**config.mk**
```make
export PLATFORM = sky130hd
export DESIGN_NAME = xint_sense_ctrl
export DESIGN_NICKNAME = d
export VERILOG_FILES = /design/src/rtl/xint_pkg.sv /design/src/rtl/xint_pin_sync.sv /design/src/rtl/xint_edge_sense.sv /design/src/rtl/xint_req_flags.sv /design/src/rtl/xint_sense_ctrl.sv
export SDC_FILE = /design/constraint.sdc
export NUM_CORES = 1
export LEC_CHECK = 0
export BUFFER_PORTS_ARGS = -buffer_cell sky130_fd_sc_hd__clkbuf_2
export CAP_MARGIN = 20
export CELL_PAD_IN_SITES_DETAIL_PLACEMENT = 1
export CELL_PAD_IN_SITES_GLOBAL_PLACEMENT = 1
export CORE_MARGIN = 2
export CORE_UTILIZATION = 44
export DETAILED_ROUTE_END_ITERATION = 10
export PLACE_DENSITY_LB_ADDON = 0.1
export SETUP_SLACK_MARGIN = 0.05
export SLEW_MARGIN = 20
export SYNTH_ARGS = -nofsm -noshare
export SYNTH_HDL_FRONTEND = slang
export SYNTH_SLANG_ARGS = --single-unit
```
**constraint.sdc**
```tcl
create_clock -name clk -period 2.62 [get_ports clk]
set_input_delay 0.131 -clock clk [delete_from_list [all_inputs] [get_ports clk]]
set_output_delay 0.131 -clock clk [all_outputs]
set_load 0.05 [all_outputs]
```
**src/rtl/xint_pkg.sv**
```systemverilog
package xint_pkg;
  typedef enum logic [1:0] {
    SENSE_LOW  = 2'd0,
    SENSE_FALL = 2'd1,
    SENSE_RISE = 2'd2,
    SENSE_BOTH = 2'd3
  } sense_mode_e;

  localparam int OFS_NMI_CTL = 0;
  localparam int OFS_SENSE   = 2;
  localparam int OFS_REQ     = 4;

  localparam int NMI_FLAG_BIT  = 1;
  localparam int NMI_EDGE_BIT  = 8;
  localparam int NMI_LEVEL_BIT = 15;
endpackage

```
**src/rtl/xint_pin_sync.sv**
```systemverilog
module xint_pin_sync #(
  parameter int W = 9
) (
  input  logic         clk,
  input  logic         rst_n,
  input  logic [W-1:0] pin_i,
  output logic [W-1:0] lvl_o,
  output logic [W-1:0] lvl_prev_o
);
  logic [W-1:0] stage1;

  // Reset to the idle-high level so no edge appears out of reset.
  always_ff @(posedge clk) begin
    if (!rst_n) begin
      stage1     <= '1;
      lvl_o      <= '1;
      lvl_prev_o <= '1;
    end else begin
      stage1     <= pin_i;
      lvl_o      <= stage1;
      lvl_prev_o <= lvl_o;
    end
  end
endmodule

```
**src/rtl/xint_edge_sense.sv**
```systemverilog
module xint_edge_sense
  import xint_pkg::*;
(
  input  sense_mode_e mode_i,
  input  logic        cur_i,
  input  logic        prev_i,
  output logic        hit_o
);
  always_comb begin
    unique case (mode_i)
      SENSE_LOW:  hit_o = ~cur_i;
      SENSE_FALL: hit_o = prev_i & ~cur_i;
      SENSE_RISE: hit_o = ~prev_i & cur_i;
      SENSE_BOTH: hit_o = prev_i ^ cur_i;
      default:    hit_o = 1'b0;
    endcase
  end
endmodule

```
**src/rtl/xint_req_flags.sv**
```systemverilog
module xint_req_flags #(
  parameter int W = 8
) (
  input  logic         clk,
  input  logic         rst_n,
  input  logic [W-1:0] set_i,
  input  logic         rd_i,
  input  logic         wr_i,
  input  logic [W-1:0] keep_i,
  output logic [W-1:0] flag_o
);
  logic [W-1:0] armed;
  logic [W-1:0] clr;

  assign clr = armed & ~keep_i & {W{wr_i}};

  always_ff @(posedge clk) begin
    if (!rst_n) begin
      flag_o <= '0;
      armed  <= '0;
    end else begin
      // a new event wins over a clear in the same cycle
      flag_o <= set_i | (flag_o & ~clr);
      if (rd_i)
        armed <= flag_o;
      else if (wr_i)
        armed <= '0;
    end
  end
endmodule

```
**src/rtl/xint_sense_ctrl.sv**
```systemverilog
module xint_sense_ctrl
  import xint_pkg::*;
#(
  parameter int NUM_IRQ = 8,
  parameter int ADDR_W  = 3,
  parameter int DATA_W  = 16
) (
  input  logic               clk,
  input  logic               rst_n,
  input  logic               bus_sel,
  input  logic               bus_wr,
  input  logic [ADDR_W-1:0]  bus_addr,
  input  logic [DATA_W-1:0]  bus_wdata,
  output logic [DATA_W-1:0]  bus_rdata,
  input  logic [NUM_IRQ-1:0] irq_pin,
  input  logic               nmi_pin,
  output logic [NUM_IRQ-1:0] irq_out,
  output logic               nmi_out
);
  localparam int NPIN    = NUM_IRQ + 1;
  localparam int SENSE_W = 2 * NUM_IRQ;

  logic [NPIN-1:0]    lvl, lvl_prev;
  logic [NPIN-1:0]    hit;
  logic [SENSE_W-1:0] sense_q;
  logic               nmi_rise_q;
  logic [NUM_IRQ-1:0] irq_flags;
  logic [0:0]         nmi_flag;
  logic               rd, wr, sel_ctl, sel_sense, sel_req;

  assign rd        = bus_sel & ~bus_wr;
  assign wr        = bus_sel & bus_wr;
  assign sel_ctl   = (bus_addr == ADDR_W'(OFS_NMI_CTL));
  assign sel_sense = (bus_addr == ADDR_W'(OFS_SENSE));
  assign sel_req   = (bus_addr == ADDR_W'(OFS_REQ));

  xint_pin_sync #(.W(NPIN)) u_sync (
    .clk        (clk),
    .rst_n      (rst_n),
    .pin_i      ({nmi_pin, irq_pin}),
    .lvl_o      (lvl),
    .lvl_prev_o (lvl_prev)
  );

  always_ff @(posedge clk) begin
    if (!rst_n) begin
      sense_q    <= '0;
      nmi_rise_q <= 1'b0;
    end else begin
      if (wr && sel_sense) sense_q    <= bus_wdata[SENSE_W-1:0];
      if (wr && sel_ctl)   nmi_rise_q <= bus_wdata[NMI_EDGE_BIT];
    end
  end

  for (genvar n = 0; n < NUM_IRQ; n++) begin : g_irq
    xint_edge_sense u_det (
      .mode_i (sense_mode_e'(sense_q[2*n +: 2])),
      .cur_i  (lvl[n]),
      .prev_i (lvl_prev[n]),
      .hit_o  (hit[n])
    );
  end

  xint_edge_sense u_nmi_det (
    .mode_i (nmi_rise_q ? SENSE_RISE : SENSE_FALL),
    .cur_i  (lvl[NUM_IRQ]),
    .prev_i (lvl_prev[NUM_IRQ]),
    .hit_o  (hit[NUM_IRQ])
  );

  xint_req_flags #(.W(NUM_IRQ)) u_irq_flags (
    .clk    (clk),
    .rst_n  (rst_n),
    .set_i  (hit[NUM_IRQ-1:0]),
    .rd_i   (rd && sel_req),
    .wr_i   (wr && sel_req),
    .keep_i (bus_wdata[NUM_IRQ-1:0]),
    .flag_o (irq_flags)
  );

  xint_req_flags #(.W(1)) u_nmi_flag (
    .clk    (clk),
    .rst_n  (rst_n),
    .set_i  (hit[NUM_IRQ +: 1]),
    .rd_i   (rd && sel_ctl),
    .wr_i   (wr && sel_ctl),
    .keep_i (bus_wdata[NMI_FLAG_BIT +: 1]),
    .flag_o (nmi_flag)
  );

  always_comb begin
    bus_rdata = '0;
    if (sel_ctl) begin
      bus_rdata[NMI_LEVEL_BIT] = lvl[NUM_IRQ];
      bus_rdata[NMI_EDGE_BIT]  = nmi_rise_q;
      bus_rdata[NMI_FLAG_BIT]  = nmi_flag[0];
    end else if (sel_sense) begin
      bus_rdata[SENSE_W-1:0] = sense_q;
    end else if (sel_req) begin
      bus_rdata[NUM_IRQ-1:0] = irq_flags;
    end
  end

  assign irq_out = irq_flags;
  assign nmi_out = nmi_flag[0];
endmodule

```
==> impl_metrics.env <==
export IMPL_ant_nets=0
export IMPL_cp_required_ps=2490
export IMPL_cp_data_arrival_time_ps=1430
export IMPL_drive_gt1_frac=0.229
export IMPL_fin_tns_setup_ps=0
export IMPL_insertedDiodeCount=0
export IMPL_cts_buffers=9
export IMPL_path_class="in2out"
export IMPL_finalMaxSlewViolations=0
export IMPL_clock_skew_ps=6.58
export IMPL_clk_latency_ps=340
export IMPL_first_global_vias=2527
export IMPL_maxSlewHeadroom=0.538
export IMPL_status="complete, no violations"
export IMPL_synth_area_top_cells="dfxtp_1 44%, ha_1 7.1%, nand2_1 6.8%"
export IMPL_post_cts_resized=0
export IMPL_io_pin_count=57
export IMPL_start_util=0.451
export IMPL_tightestPinTransition_ps=692
export IMPL_synth_cells=311
export IMPL_port_buffers=56
export IMPL_synth_top_area_frac=0.439
export IMPL_gp_congestion=0.734
export IMPL_vias=2452
export IMPL_maxCapViolations=0
export IMPL_grt_util_all_layers=0.215
export IMPL_rsz0062_at_grt="no"
export IMPL_drc=0
export IMPL_die_area_um2=7090
export IMPL_synthFlopType="dfxtp_1"
export IMPL_grt_max_degree=39
export IMPL_fill_cells=762
export IMPL_hold_violations=0
export IMPL_cts_tree="built"
export IMPL_nets=424
export IMPL_worst_setup_path_end_kind="primary output"
export IMPL_path_clk_slew_ps=70
export IMPL_ys_ff_latch=62
export IMPL_synth_edff_count=0
export IMPL_critPathMaxFanout=8
export IMPL_ys_types=34
export IMPL_grt_antenna_before_repair=0
export IMPL_dieWidth_um=84.2
export IMPL_max_freq_mhz=642
export IMPL_avgSynthCellArea_um2=9.10
export IMPL_fin_crit_ps=1560
export IMPL_setup_viol=0
export IMPL_vias_per_cell=5.37
export IMPL_wirelength_mm=7.20
export IMPL_core_um2=6280
export IMPL_syn_area_um2=2830
export IMPL_cts_root_buf="clkbuf_8"
export IMPL_num_rows=29
export IMPL_ys_warn_count=0
export IMPL_grt_pass1_wl_mm=12.0
export IMPL_async_reset_ff_frac=0
export IMPL_drt_pass1_iter_count=4
export IMPL_area_delta_synth_final_pct=23.0
export IMPL_synth_common_cells="62 x dfxtp_1, 51 x nand2_1, 27 x nand2b_1"
export IMPL_htreeDepth=3
export IMPL_power_density_nw_per_um2=615
export IMPL_yosys_cell_count_top_type="dfxtp_1"
export IMPL_ys_seq_area_frac=0.439
export IMPL_clock_path_buffers=2
export IMPL_postSynthNetCount=359
export IMPL_period_share=0.595
export IMPL_leakage_nw=1.53
export IMPL_post_cts_buffers=0
export IMPL_hold_path_class="in2reg"
export IMPL_synth_top_area_cell="dfxtp_1"
export IMPL_wl_per_cell_um=15.8
export IMPL_clock_sinks=62
export IMPL_final_core_utilization=0.554
export IMPL_hpwl_mm=4.99
export IMPL_dr_first_iter_drc_count=111
export IMPL_ir_drop_mv=0.387
export IMPL_overflow=0
export IMPL_start_kind="input port"
export IMPL_chipHeight_um=84.2
kinds of logic (layout without fill, tap and decap cells):
group	Yosys count	after routing	synth area share
simple gates	128	128	0.232
mux	18	18	0.0637
buf+inv	33	102	0.0535
fa+ha+maj	16	16	0.0708
flops	62	62	0.439
compound gates	54	54	0.141
final timing paths:
kind / startpoint / end / slack [ps] / depth (start not counted)
worst min-delay path: bus_wdata[13] / sense_q[13]$_SDFFE_PN0P_ / 20 / 3
worst min register to register: u_sync.stage1[5]$_SDFF_PN1_ / u_sync.lvl_o[5]$_SDFF_PN1_ / 410 / 1
worst max register to register: u_sync.lvl_prev_o[3]$_SDFF_PN1_ / u_irq_flags.flag_o[3]$_SDFF_PN0_ / 1440 / 4
worst max-delay path: bus_addr[1] / bus_rdata[4] / 1060 / 5
registers in the layout, summed over array words and instances (netlist names):
| register | cells |
|---|---|
| sense_q | 16 |
| u_sync.lvl_o | 9 |
| u_sync.lvl_prev_o | 9 |
| u_sync.stage1 | 9 |
| u_irq_flags.armed | 8 |
| u_irq_flags.flag_o | 8 |
| nmi_rise_q | 1 |
| u_nmi_flag.armed | 1 |
| u_nmi_flag.flag_o | 1 |
report_power, final:
group          leakage, nW  switching (mW)  internal (mW)
Combinational        0.912           0.129         0.0772
Sequential           0.507          0.0235          0.972
Clock                0.115           0.360          0.579
Total                 1.53           0.513           1.63
worst max-delay path, stage by stage:
cell and delay, ps:
clkbuf_2 160, nor2b_1 470, a22oi_1 180, nor2_1 170, clkbuf_2 310
layout by cell type, fill, tap and decap left out, types with 2 or more instances in the layout:
master         count
inv_1             17
clkbuf_8          11
a22o_1             2
a22oi_1            7
dlygate4sd3_1      9
nand4b_1           2
bufinv_16          2
ha_1              16
or3b_1             3
nand2_1           51
a21oi_1           17
and2_2             2
mux2i_1           18
dfxtp_1           62
a211o_1            8
clkinv_2           2
nor2_1            25
buf_4              4
or3b_2             6
nand2b_1          27
clkbuf_2          56
and2_1             4
o311ai_1          16
metal layers:
layer	vias up	wire length (µm)	GRT usage
li1	1205	-	-
met1	1179	3280	0.262
met2	56	3480	0.364
met3	12	327	0.0580
met4	0	115	0.0792
met5	-	0	0
per-stage QoR:
step	hold WS, ps	std cells	setup slack, ps	total power [mW]	cell area (µm²)
2_1_floorplan	232	311	900	1.14	2830
3_5_place_dp	316	433	923	1.21	3170
4_1_cts	2.99	457	1050	2.16	3480
5_1_grt	21.0	457	918	2.24	3480
6_report	19.2	457	1060	2.14	3480
3_3_place_gp	310	433	1040	1.21	3170
layout make-up:
type / instances / area, µm² / area share
flip-flops and latches: 62 / 1240 / 0.357
well taps: 77 / 96.3 / 0.0277
inverters: 17 / 63.8 / 0.0183
clock buffers: 11 / 151 / 0.0435
multi-input cells: 216 / 1440 / 0.413
repair buffers: 70 / 420 / 0.121
clock inverters: 4 / 70.1 / 0.0201
repair_timing:
action | in CTS | in global routing
endpoints found under the setup margin | 0 | 0
hold buffers | 9 | 0
hold endpoints to repair | 9 | 0
Note: power is estimated with default switching activity, not from simulation.
